**src/rtl/dma_addr_seq.sv**
```systemverilog
module dma_addr_seq #(
  parameter bit WORD_MODE = 1'b0,
  parameter int AW = 16,
  parameter int PW = 8,
  localparam int PA = AW + PW
) (
  input  logic          clk,
  input  logic          rst_n,
  input  logic          load,
  input  logic [PW-1:0] ld_page,
  input  logic [AW-1:0] ld_addr,
  input  logic [AW-1:0] ld_count,
  input  logic          ld_auto,
  input  logic          ld_dec,
  input  logic          mask_set,
  input  logic          mask_clr,
  input  logic          xfer,
  output logic          bus_act,
  output logic [PA-1:0] phys_addr,
  output logic          tc,
  output logic [AW-1:0] residue,
  output logic          masked
);
  localparam logic [AW-1:0] ONE = {{(AW-1){1'b0}}, 1'b1};

  logic [PW-1:0] page_q;
  logic [AW-1:0] base_addr, base_cnt, cur_addr, cur_cnt;
  logic          auto_q, dec_q, mask_q;
  logic [PA-1:0] addr_map;

  wire go   = xfer && !mask_q && !bus_act && !load;
  wire last = (cur_cnt == '0);
  wire [AW-1:0] step_addr = dec_q ? cur_addr - ONE : cur_addr + ONE;

  generate
    if (WORD_MODE) begin : g_word
      assign addr_map = {page_q[PW-1:1], cur_addr, 1'b0};
    end else begin : g_byte
      assign addr_map = {page_q, cur_addr};
    end
  endgenerate

  always_ff @(posedge clk or negedge rst_n) begin
    if (!rst_n) begin
      page_q    <= '0;
      base_addr <= '0;
      base_cnt  <= '0;
      cur_addr  <= '0;
      cur_cnt   <= '0;
      auto_q    <= 1'b0;
      dec_q     <= 1'b0;
      mask_q    <= 1'b1;
      bus_act   <= 1'b0;
      tc        <= 1'b0;
      phys_addr <= '0;
    end else begin
      bus_act <= go;
      tc      <= go && last;
      if (go) phys_addr <= addr_map;

      if (load) begin
        page_q    <= ld_page;
        base_addr <= ld_addr;
        base_cnt  <= ld_count;
        cur_addr  <= ld_addr;
        cur_cnt   <= ld_count;
        auto_q    <= ld_auto;
        dec_q     <= ld_dec;
      end else if (go) begin
        if (last && auto_q) begin
          cur_addr <= base_addr;
          cur_cnt  <= base_cnt;
        end else begin
          cur_addr <= step_addr;
          cur_cnt  <= cur_cnt - ONE;
        end
      end

      if (mask_set || (go && last && !auto_q)) mask_q <= 1'b1;
      else if (mask_clr)                       mask_q <= 1'b0;
    end
  end

  assign residue = cur_cnt + ONE;
  assign masked  = mask_q;
endmodule

```
**config.mk**
```make
export PLATFORM = sky130hd
export DESIGN_NAME = dma_addr_seq
export DESIGN_NICKNAME = d
export VERILOG_FILES = /design/src/rtl/dma_addr_seq.sv
export SDC_FILE = /design/constraint.sdc
export NUM_CORES = 1
export LEC_CHECK = 0
export BUFFER_PORTS_ARGS = -buffer_cell sky130_fd_sc_hd__buf_2
export CORE_UTILIZATION = 45
export CTS_BUF_LIST = sky130_fd_sc_hd__clkbuf_4 sky130_fd_sc_hd__clkbuf_8 sky130_fd_sc_hd__clkbuf_16
export DETAILED_ROUTE_END_ITERATION = 16
export GPL_ROUTABILITY_DRIVEN = 0
export PLACE_DENSITY = 0.63
export SLEW_MARGIN = 20
export SYNTH_ARGS = -nofsm -noshare
export SYNTH_HDL_FRONTEND = slang
export SYNTH_SLANG_ARGS = --single-unit
```
**constraint.sdc**
```tcl
create_clock -name clk -period 2.7 [get_ports clk]
set_input_delay 0.135 -clock clk [delete_from_list [all_inputs] [get_ports clk]]
set_output_delay 0.135 -clock clk [all_outputs]
set_load 0.02 [all_outputs]
```
==> results of run 1 <==
## synth_stat cells (4+ instances only)
cell type	instances	area, um2
xnor2_1	11	96.3
a31oi_1	9	56.3
mux2_2	20	225
nand2_1	116	435
a211oi_1	11	82.6
o21ai_0	52	260
clkbuf_1	27	101
buf_1	6	22.5
a21oi_1	30	150
inv_1	35	131
o22ai_1	5	31.3
nor2_1	34	128
a21o_1	9	67.6
a22oi_1	8	60.1
and3_1	14	87.6
or3_1	4	25.0
xor2_1	9	78.8
nor3_1	13	65.1
nand4_1	4	25.0
nand3_1	16	80.1
o31ai_1	13	97.6
dfrtp_1	100	2500
ha_1	17	213
## repair_timing
action / in CTS / in global routing
endpoints found under the setup margin: 0 / 3
endpoints found under the hold margin: 58 / 0
resized for setup: 0 / 2
hold buffers: 7 / 0
## metrics by stage
step	utilization (%)	std cells	hold slack [ns]	area, um2	total power [uW]
floorplan	-	630	-0.161	5610	2670
global placement	52.6	879	0.236	6350	3030
detailed placement	52.6	879	0.256	6350	3060
CTS	55.9	902	0.00197	6740	4520
global route	55.9	902	0.00426	6750	4730
finish	55.9	902	0.0118	6750	4480
## logic make-up after synthesis
| kind of cell | after synthesis | share of synthesized area, % |
|---|---|---|
| flip-flops | 101 | 45.1 |
| buffers and inverters | 76 | 5.45 |
| AND/OR/NAND/NOR | 225 | 18.6 |
| AO/OA/AOI/OAI | 167 | 19.0 |
| multiplexers | 23 | 4.55 |
| adder cells (fa/ha/maj) | 18 | 4.15 |
| XOR/XNOR | 20 | 3.13 |
## worst max-delay path by stage
| stage | depth (start not counted) | from | slack (ns) | end |
|---|---|---|---|---|
| finish | 9 | cur_cnt[0]$_DFFE_PN0P_ | 0.16 | cur_addr[10]$_DFFE_PN0P_ |
| global route | 9 | cur_cnt[0]$_DFFE_PN0P_ | 0.05 | cur_addr[10]$_DFFE_PN0P_ |
| CTS | 7 | dec_q$_DFFE_PN0P_ | 0.14 | cur_addr[15]$_DFFE_PN0P_ |
| detailed placement | 7 | dec_q$_DFFE_PN0P_ | 0.15 | cur_addr[15]$_DFFE_PN0P_ |
| global placement | 7 | dec_q$_DFFE_PN0P_ | 0.19 | cur_addr[14]$_DFFE_PN0P_ |
| floorplan | 10 | cur_cnt[0]$_DFFE_PN0P_ | 0.19 | cur_cnt[1]$_DFFE_PN0P_ |
## per-layer routing
metal  vias up  GRT usage, %  part of all wire (%)
li1       2408             -                     -
met5         -             0                     0
met3        11          5.53                   5.3
met2       138          37.1                    47
met4         0          5.35                  0.87
met1      2339          32.5                    47
## tightest hold or removal path, stage by stage
cell and delay [ns]:
buf_2 0.08, nand2_1 0.05, o21ai_0 0.06
## flip-flops by register name, summed over array words and instances, names as in the netlist
name	cells
base_addr	16
base_cnt	16
page_q	8
cur_addr	16
masked	1
dec_q	1
cur_cnt	16
bus_act	1
auto_q	1
phys_addr	24
tc	1
## power groups by stage
stage | registers [uW] | logic, uW | clock network, uW
after global routing | 1890 | 1320 | 1520
after global placement | 1880 | 1160 | 0
final | 1860 | 1190 | 1430
after detailed placement | 1880 | 1180 | 0
after floorplan | 1960 | 711 | 0
after CTS | 1860 | 1190 | 1470
## area by class of cell
class / instances / area, um2 / share of cell area, %
Multi-Input combinational cell: 453 / 2770 / 41.1
Tap cell: 168 / 210 / 3.12
Clock inverter: 4 / 72.6 / 1.08
Inverter: 36 / 135 / 2.00
Clock buffer: 12 / 254 / 3.76
Timing Repair Buffer: 128 / 771 / 11.4
Sequential cell: 101 / 2530 / 37.5
==> summary.md, run 1 <==
| Metric | Value |
|---|---|
| Status | completed |
| CP delay by family, top | simple AND/OR/NAND/NOR gates |
| Longest Clk Path Bufs | 2 |
| Critical-path top delay cell | or4b_1 |
| Ys Warns | 0 |
| Seq pwr share | 41.5% |
| Ys flop type | dfrtp_1 |
| Antenna violations before repair | 0 |
| Comb pwr share | 26.6% |
| DRC | 0 |
| Clock transition at path regs | 0.07 ns |
| Root Driver | clkbuf_16 |
| Max Slew Vio Count | 0 |
| Mapped Area | 5610 um2 |
| Slowest stage delay, CP | 0.53 ns |
| Share of cells above drive strength 1 | 22.6% |
| Startpoint types | register |
| Ys async rst share | 100% |
| Starting Density | 46.5% |
| Worst Path Max Fanout | 8 |
| Critical Path, Cell by Cell | inv_1, ha_1, or4b_1, nor3_2, and3_1, buf_4, nor4_1, a211oi_1, a22oi_1 |
| Endpoints failing setup | 0 |
| Post-synth EDFFs | 0 |
| Synth Area per Inst | 8.90 um2 |
| Routed WL | 14300 um |
| Maximum clock rate | 393 MHz |
| Yosys reg bits | 101 |
| Final Hold Vio Count | 0 |
| DR WL/cell | 15.9 um |
| Seq/Total Area, Yosys | 45.1% |
| Num CTS Buffers | 9 |
| CP Data Arrival Time | 2.77 ns |
| First-pass detailed-route iteration total | 5 |
| Commonest non-fill, non-tap cells in the layout | nand2_1 (115), dfrtp_1 (99), buf_2 (88), o21ai_0 (52), inv_1 (35) |
| Area delta synth->final | 20.4% |
| Hpwl dp | 10000 um |
| Crit end category | register |
| # clock sinks | 101 |
| Aggregate global routing overflow | 0 |
| FF-to-FF Start | cur_cnt[0]$_DFFE_PN0P_ |
| DRT antenna net count | 0 |
| 1st-iter DRT viols | 354 |
| R2r worst-path depth | 9 |
| Lkg Pwr | 0.00326 uW |
| Vias | 4896 |
| Critical Path RT | 2.93 ns |
| Min cycle time layout | 2.54 ns |
| Floorplan die height | 114 um |
| Crit Path Category | register to register |
| Min-delay src | ld_addr[10] |
| Worst-Skew Late Latency | 0.36 ns |
| RSZ-0062 raised after global routing | false |
| Part of the power in the clock network | 31.9% |
| GRT Total Usage | 23.4% |
| Horiz. Die Dim | 114 um |
| Place WS | 0.151 ns |
| Area of the core | 12100 um2 |
| Final #Nets | 795 |
| Die area | 12900 um2 |
| # diodes | 0 |
| Worst Max-Slew Pin Slew | 0.732 ns |
| Switching Share | 31.8% |
| Net count after synthesis | 696 |
| Number of global-route vias before repair | 4737 |
| Post-CTS Setup Inserts | 0 |
| Tightest Hold Check Type | input pin to register |
| Hold endpoint | base_addr[10]$_DFFE_PN0P_ |
| Sw Pwr | 1430 uW |
| CTS H-tree lvls | 3 |
| Most common cell after layout, fill and taps aside | nand2_1 |
| Internal power | 3050 uW |
| PwrDens | 664 nW/um2 |
| Fin Clk Skew | 0.0102 ns |
| R2R Path End | cur_addr[10]$_DFFE_PN0P_ |
| # port buffers | 90 |
| Io pins | 91 |
| Slew Limit Headroom | 51.2% |
| First-pass GRT wire length | 23500 um |
| CTS tree | yes |
| Distinct cell type count after synthesis | 63 |
| Worst reg2reg setup slack | 0.16 ns |
| Worst hold path depth | 3 |
| Pin count of the biggest net entering global routing | 54 |
| Via density per instance | 5.43 |
| PnR worst setup slack | 0.157 ns |
| CP bufs+invs | 2 |
| Worst vdd ir | 0.501 mV |
| Post-Syn Instances | 630 |
| Final period utilization | 94.2% |
| Setup TNS | 0 ns |
| Total of max-cap violations | 0 |
| Std cell rows | 40 |
| Filler cells | 1161 |
(Power assumes the default switching activity.)
==> inputs of run 2 (changes only) <==
Clock period 2.7 ns to 3 ns, I/O delays scaled along.
==> summary.md, run 2 (synthesized netlist as in run 1, its figures left out) <==
| Metric | Value |
|---|---|
| CTS tree | yes |
| Floorplan die height | 114 um |
| Slew Limit Headroom | 55.4% |
| First-pass GRT wire length | 23800 um |
| Antenna violations before repair | 0 |
| Pin count of the biggest net entering global routing | 58 |
| Area post-placement | 6240 um2 |
| Root Driver | clkbuf_16 |
| DRT antenna net count | 0 |
| Worst Path Max Fanout | 15 |
| Std cell rows | 40 |
| RSZ-0062 raised after global routing | false |
| Startpoint types | register |
| CTS H-tree lvls | 3 |
| Final Hold Vio Count | 0 |
| Aggregate global routing overflow | 0 |
| Crit end category | register |
| Setup TNS | 0 ns |
| Post-CTS Setup Inserts | 0 |
| Max Slew Vio Count | 0 |
| Num CTS Buffers | 9 |
| Hold_ws | 0.0201 ns |
| Placed cell count | 865 |
| Vias | 4826 |
| Hpwl dp | 9830 um |
| Routed WL | 14000 um |
| Crit Path Category | register to register |
| 1st-iter DRT viols | 306 |
| Fin Clk Skew | 0.00474 ns |
| Io pins | 91 |
| Min cycle time layout | 2.70 ns |
| Clock transition at path regs | 0.07 ns |
| Reg with most FFs | phys_addr |
| Longest Clk Path Bufs | 2 |
| Worst-Skew Late Latency | 0.35 ns |
| # diodes | 0 |
| Final period utilization | 90.0% |
| Final #Nets | 776 |
| Total of max-cap violations | 0 |
| Number of global-route vias before repair | 4844 |
| First-pass detailed-route iteration total | 4 |
| Maximum clock rate | 370 MHz |
| Worst Max-Slew Pin Slew | 0.669 ns |
| Endpoints failing setup | 0 |
| Via density per instance | 5.47 |
| Largest register FFs | 24 |
| PwrDens | 607 nW/um2 |
| Area of the core | 12100 um2 |
| Tightest Hold Check Type | input pin to register |
| Most common cell after layout, fill and taps aside | nand2_1 |
| Critical Path RT | 3.22 ns |
| Area delta synth->final | 17.6% |
| GRT Total Usage | 23.4% |
| Commonest non-fill, non-tap cells in the layout | nand2_1 (116), dfrtp_1 (100), buf_2 (88), o21ai_0 (52), inv_1 (35) |
| Horiz. Die Dim | 114 um |
| Share of cells above drive strength 1 | 21.0% |
| DRC | 0 |
| # port buffers | 90 |
| Count of cells resized by post-cts repair | 0 |
| Die area | 12900 um2 |
| Worst vdd ir | 0.389 mV |
| Lkg Pwr | 0.00317 uW |
| Final instance area | 6590 um2 |
| Power, Total | 4000 uW |
| CP Data Arrival Time | 2.92 ns |
| Non-filler cells, final | 883 |
| # clock sinks | 101 |
| Filler cells | 1127 |
| DR WL/cell | 15.9 um |
| Starting Density | 46.5% |
| Status | completed |
[run 2: cell count changes in the layout (fill, tap and decap cells not counted), moves of 2 or more]
cell / change
buf_4: -14
clkbuf_4: -2
clkinv_4: +3
dlygate4sd3_1: -5
[run 2: power by group]
part	switching, uW	internal [uW]	total [uW]	leakage (uW)
combinational	609	413	1020	0.00178
sequential	150	1540	1690	0.00123
clock	548	744	1290	0.000162
[run 2: stage by stage]
step / utilization [%] / worst slack, ns
4_1_cts: 54.7 / 0.336
6_report: 54.7 / 0.300
3_3_place_gp: 51.7 / 0.449
5_1_grt: 54.7 / 0.139
2_1_floorplan: - / 0.493
3_5_place_dp: 51.7 / 0.356
[run 2: final cells by class]
type	count	area (um2)	share of cell area, %
flip-flops and latches	101	2530	38.4
repair buffers	109	616	9.34
well taps	168	210	3.19
clock buffers	9	225	3.42
clock inverters	7	106	1.61
multi-input cells	453	2770	42.0
inverters	36	135	2.05
[run 2: routing by layer]
layer  track usage [%]  up-vias  part of all wire (%)
met5                 0        -                     0
met4              10.0        0                   2.2
met3              4.36       25                   4.5
met2              36.2      118                    45
met1              32.3     2309                    48
li1                  -     2374                     -
[run 2: worst paths after layout]
kind / start / endpoint / slack, ns / cells after the start
worst min-delay path: ld_count[11] / base_cnt[11]$_DFFE_PN0P_ / 0.02 / 3
min in group asynchronous: rst_n / base_cnt[3]$_DFFE_PN0P_ / 0.36 / 2
worst max register to register: cur_cnt[0]$_DFFE_PN0P_ / cur_addr[10]$_DFFE_PN0P_ / 0.30 / 9
worst max-delay path: cur_cnt[0]$_DFFE_PN0P_ / cur_addr[10]$_DFFE_PN0P_ / 0.30 / 9
max in group asynchronous: rst_n / page_q[7]$_DFFE_PN0P_ / 1.93 / 3
worst min register to register: phys_addr[8]$_DFFE_PN0N_ / phys_addr[8]$_DFFE_PN0N_ / 0.47 / 2
[run 2: critical path, stage by stage, from the launching register on]
cell	delay, ns
dfrtp_1	0.45
inv_1	0.17
ha_1	0.16
or4b_1	0.54
nor3_2	0.30
and3_1	0.25
buf_4	0.26
nor4_1	0.09
a211oi_1	0.24
a22oi_1	0.12
[run 2: what timing repair did]
action	4_1_cts	5_1_grt
endpoints found under the hold margin	48	0
setup endpoints to repair	0	0
hold buffers	2	0
==> inputs of run 3 (changes only) <==
Settings changed: RECOVER_POWER set to 100.
==> summary.md, run 3 (synthesized netlist as in run 1, its figures left out) <==
| Metric | Value |
|---|---|
| Count of cells resized by post-cts repair | 0 |
| Filler cells | 1150 |
| Area delta synth->final | 15.8% |
| GRT met1 Usage | 32.3% |
| Final Hold Vio Count | 0 |
| Horiz. Die Dim | 114 um |
| Number of global-route vias before repair | 4844 |
| CTS tree | yes |
| Most common cell after layout, fill and taps aside | nand2_1 |
| Clock transition at path regs | 0.07 ns |
| Final instance area | 6490 um2 |
| Max Slew Vio Count | 0 |
| Placed cell count | 865 |
| PwrDens | 612 nW/um2 |
| Worst Path Max Fanout | 15 |
| Area of the core | 12100 um2 |
| Non-filler cells, final | 883 |
| Antenna violations before repair | 0 |
| Vias | 4842 |
| Worst Max-Slew Pin Slew | 1.29 ns |
| Crit end category | register |
| # clock sinks | 101 |
| Starting Density | 46.5% |
| Total of max-cap violations | 0 |
| Largest register FFs | 24 |
| Commonest non-fill, non-tap cells in the layout | nand2_1 (116), dfrtp_1 (100), o21ai_0 (52), clkbuf_1 (47), buf_2 (46) |
| GRT Total Usage | 23.4% |
| Worst vdd ir | 0.388 mV |
| Status | completed |
| Maximum clock rate | 363 MHz |
| Startpoint types | register |
| CTS H-tree lvls | 3 |
| Slowest stage delay, CP | 0.54 ns |
| CP Data Arrival Time | 2.93 ns |
| Lkg Pwr | 0.00301 uW |
| CP bufs+invs | 2 |
| # diodes | 0 |
| Pin count of the biggest net entering global routing | 58 |
| Via density per instance | 5.48 |
| Area post-placement | 6240 um2 |
| Num CTS Buffers | 9 |
| First-pass GRT wire length | 23800 um |
| Fin Clk Skew | 0.00480 ns |
| Floorplan die height | 114 um |
| DRC | 0 |
| Std cell rows | 40 |
| Hpwl dp | 9830 um |
| Critical Path RT | 3.17 ns |
| Routed WL | 14000 um |
| Setup TNS | 0 ns |
| RSZ-0062 raised after global routing | false |
| GR Util met2 | 36.2% |
| Aggregate global routing overflow | 0 |
| DR WL/cell | 15.9 um |
| DRT antenna net count | 0 |
| Share of cells above drive strength 1 | 14.1% |
| First-pass detailed-route iteration total | 4 |
| Final period utilization | 91.7% |
| Post-layout util | 53.8% |
| Longest Clk Path Bufs | 2 |
| GR peak layer | met2 |
| Tightest Hold Check Type | input pin to register |
| Crit Path Category | register to register |
| 1st-iter DRT viols | 327 |
| Io pins | 91 |
| Hold_ws | 0.0192 ns |
| Slew Limit Headroom | 14.2% |
| Worst-Skew Late Latency | 0.36 ns |
| Final #Nets | 776 |
| Critical Path, Cell by Cell | inv_1, ha_1, or4b_1, nor3_2, and3_1, buf_4, nor4_1, a211oi_1, a22oi_1 |
| Min cycle time layout | 2.75 ns |
| Endpoints failing setup | 0 |
| Critical-path top delay cell | or4b_1 |
| Reg with most FFs | phys_addr |
| CP delay by family, top | simple AND/OR/NAND/NOR gates |
| Root Driver | clkbuf_16 |
| Met3 Use GR | 4.36% |
| # port buffers | 90 |
| Die area | 12900 um2 |
==> run 3: changes by cell type in the layout (fill, tap and decap cells not counted) <==
cell / delta
nor3b_2: -1
clkbuf_1: +47
a21oi_2: -1
and2_1: -1
buf_2: -42
buf_12: -1
nor3b_1: +1
and2_0: +1
clkbuf_2: +4
a21oi_1: +1
buf_4: -8
==> run 3: final timing paths <==
path	start	endpoint	slack, ns	cells after the start
min reg2reg	phys_addr[8]$_DFFE_PN0N_	phys_addr[8]$_DFFE_PN0N_	0.47	2
max	cur_cnt[0]$_DFFE_PN0P_	cur_addr[10]$_DFFE_PN0P_	0.25	9
min	ld_count[11]	base_cnt[11]$_DFFE_PN0P_	0.02	3
max in group asynchronous	rst_n	page_q[7]$_DFFE_PN0P_	0.58	3
min in group asynchronous	rst_n	base_cnt[3]$_DFFE_PN0P_	0.59	2
max reg2reg	cur_cnt[0]$_DFFE_PN0P_	cur_addr[10]$_DFFE_PN0P_	0.25	9
==> run 3: timing repair <==
item	CTS	global route
endpoints found under the hold margin	48	0
endpoints found under the setup margin	0	0
buffers inserted	0	0
hold buffers	2	0
==> run 3: area by class of cell <==
cell class                      instances  area (um2)  area share (%)
Clock inverter                          7         106            1.64
Clock buffer                            9         225            3.47
Inverter                               36         135            2.08
Timing Repair Buffer                  109         522            8.04
Sequential cell                       101        2530            39.0
Tap cell                              168         210            3.24
Multi-Input combinational cell        453        2760            42.6
==> run 3: metal layers <==
layer  part of all wire [%]  up-vias
met5                      0        -
met4                    2.0        0
met3                    4.5       19
met2                     45      118
met1                     48     2329
li1                       -     2376
==> run 3: power by group <==
part           internal [uW]  leakage (uW)  switching, uW
Combinational            378       0.00162            609
Clock                    744      0.000162            550
Sequential              1540       0.00123            152
Total                   2660       0.00301           1310
==> run 3: per-stage QoR <==
| stage | setup slack (ns) | total power, uW |
|---|---|---|
| floorplan | 0.493 | 2400 |
| global placement | 0.449 | 2710 |
| detailed placement | 0.356 | 2740 |
| CTS | 0.336 | 4050 |
| global route | 0.0849 | 4210 |
| finish | 0.248 | 3970 |
==> run 3: worst reg2reg max path: cells and delay by family (launching register included) <==
family / cells / cell delay (ns)
DFF: 1 / 0.45
and+or+nand+nor: 4 / 1.18
AOI/OAI and AO/OA: 2 / 0.37
adders and majority gates: 1 / 0.16
buffers and inverters: 2 / 0.43
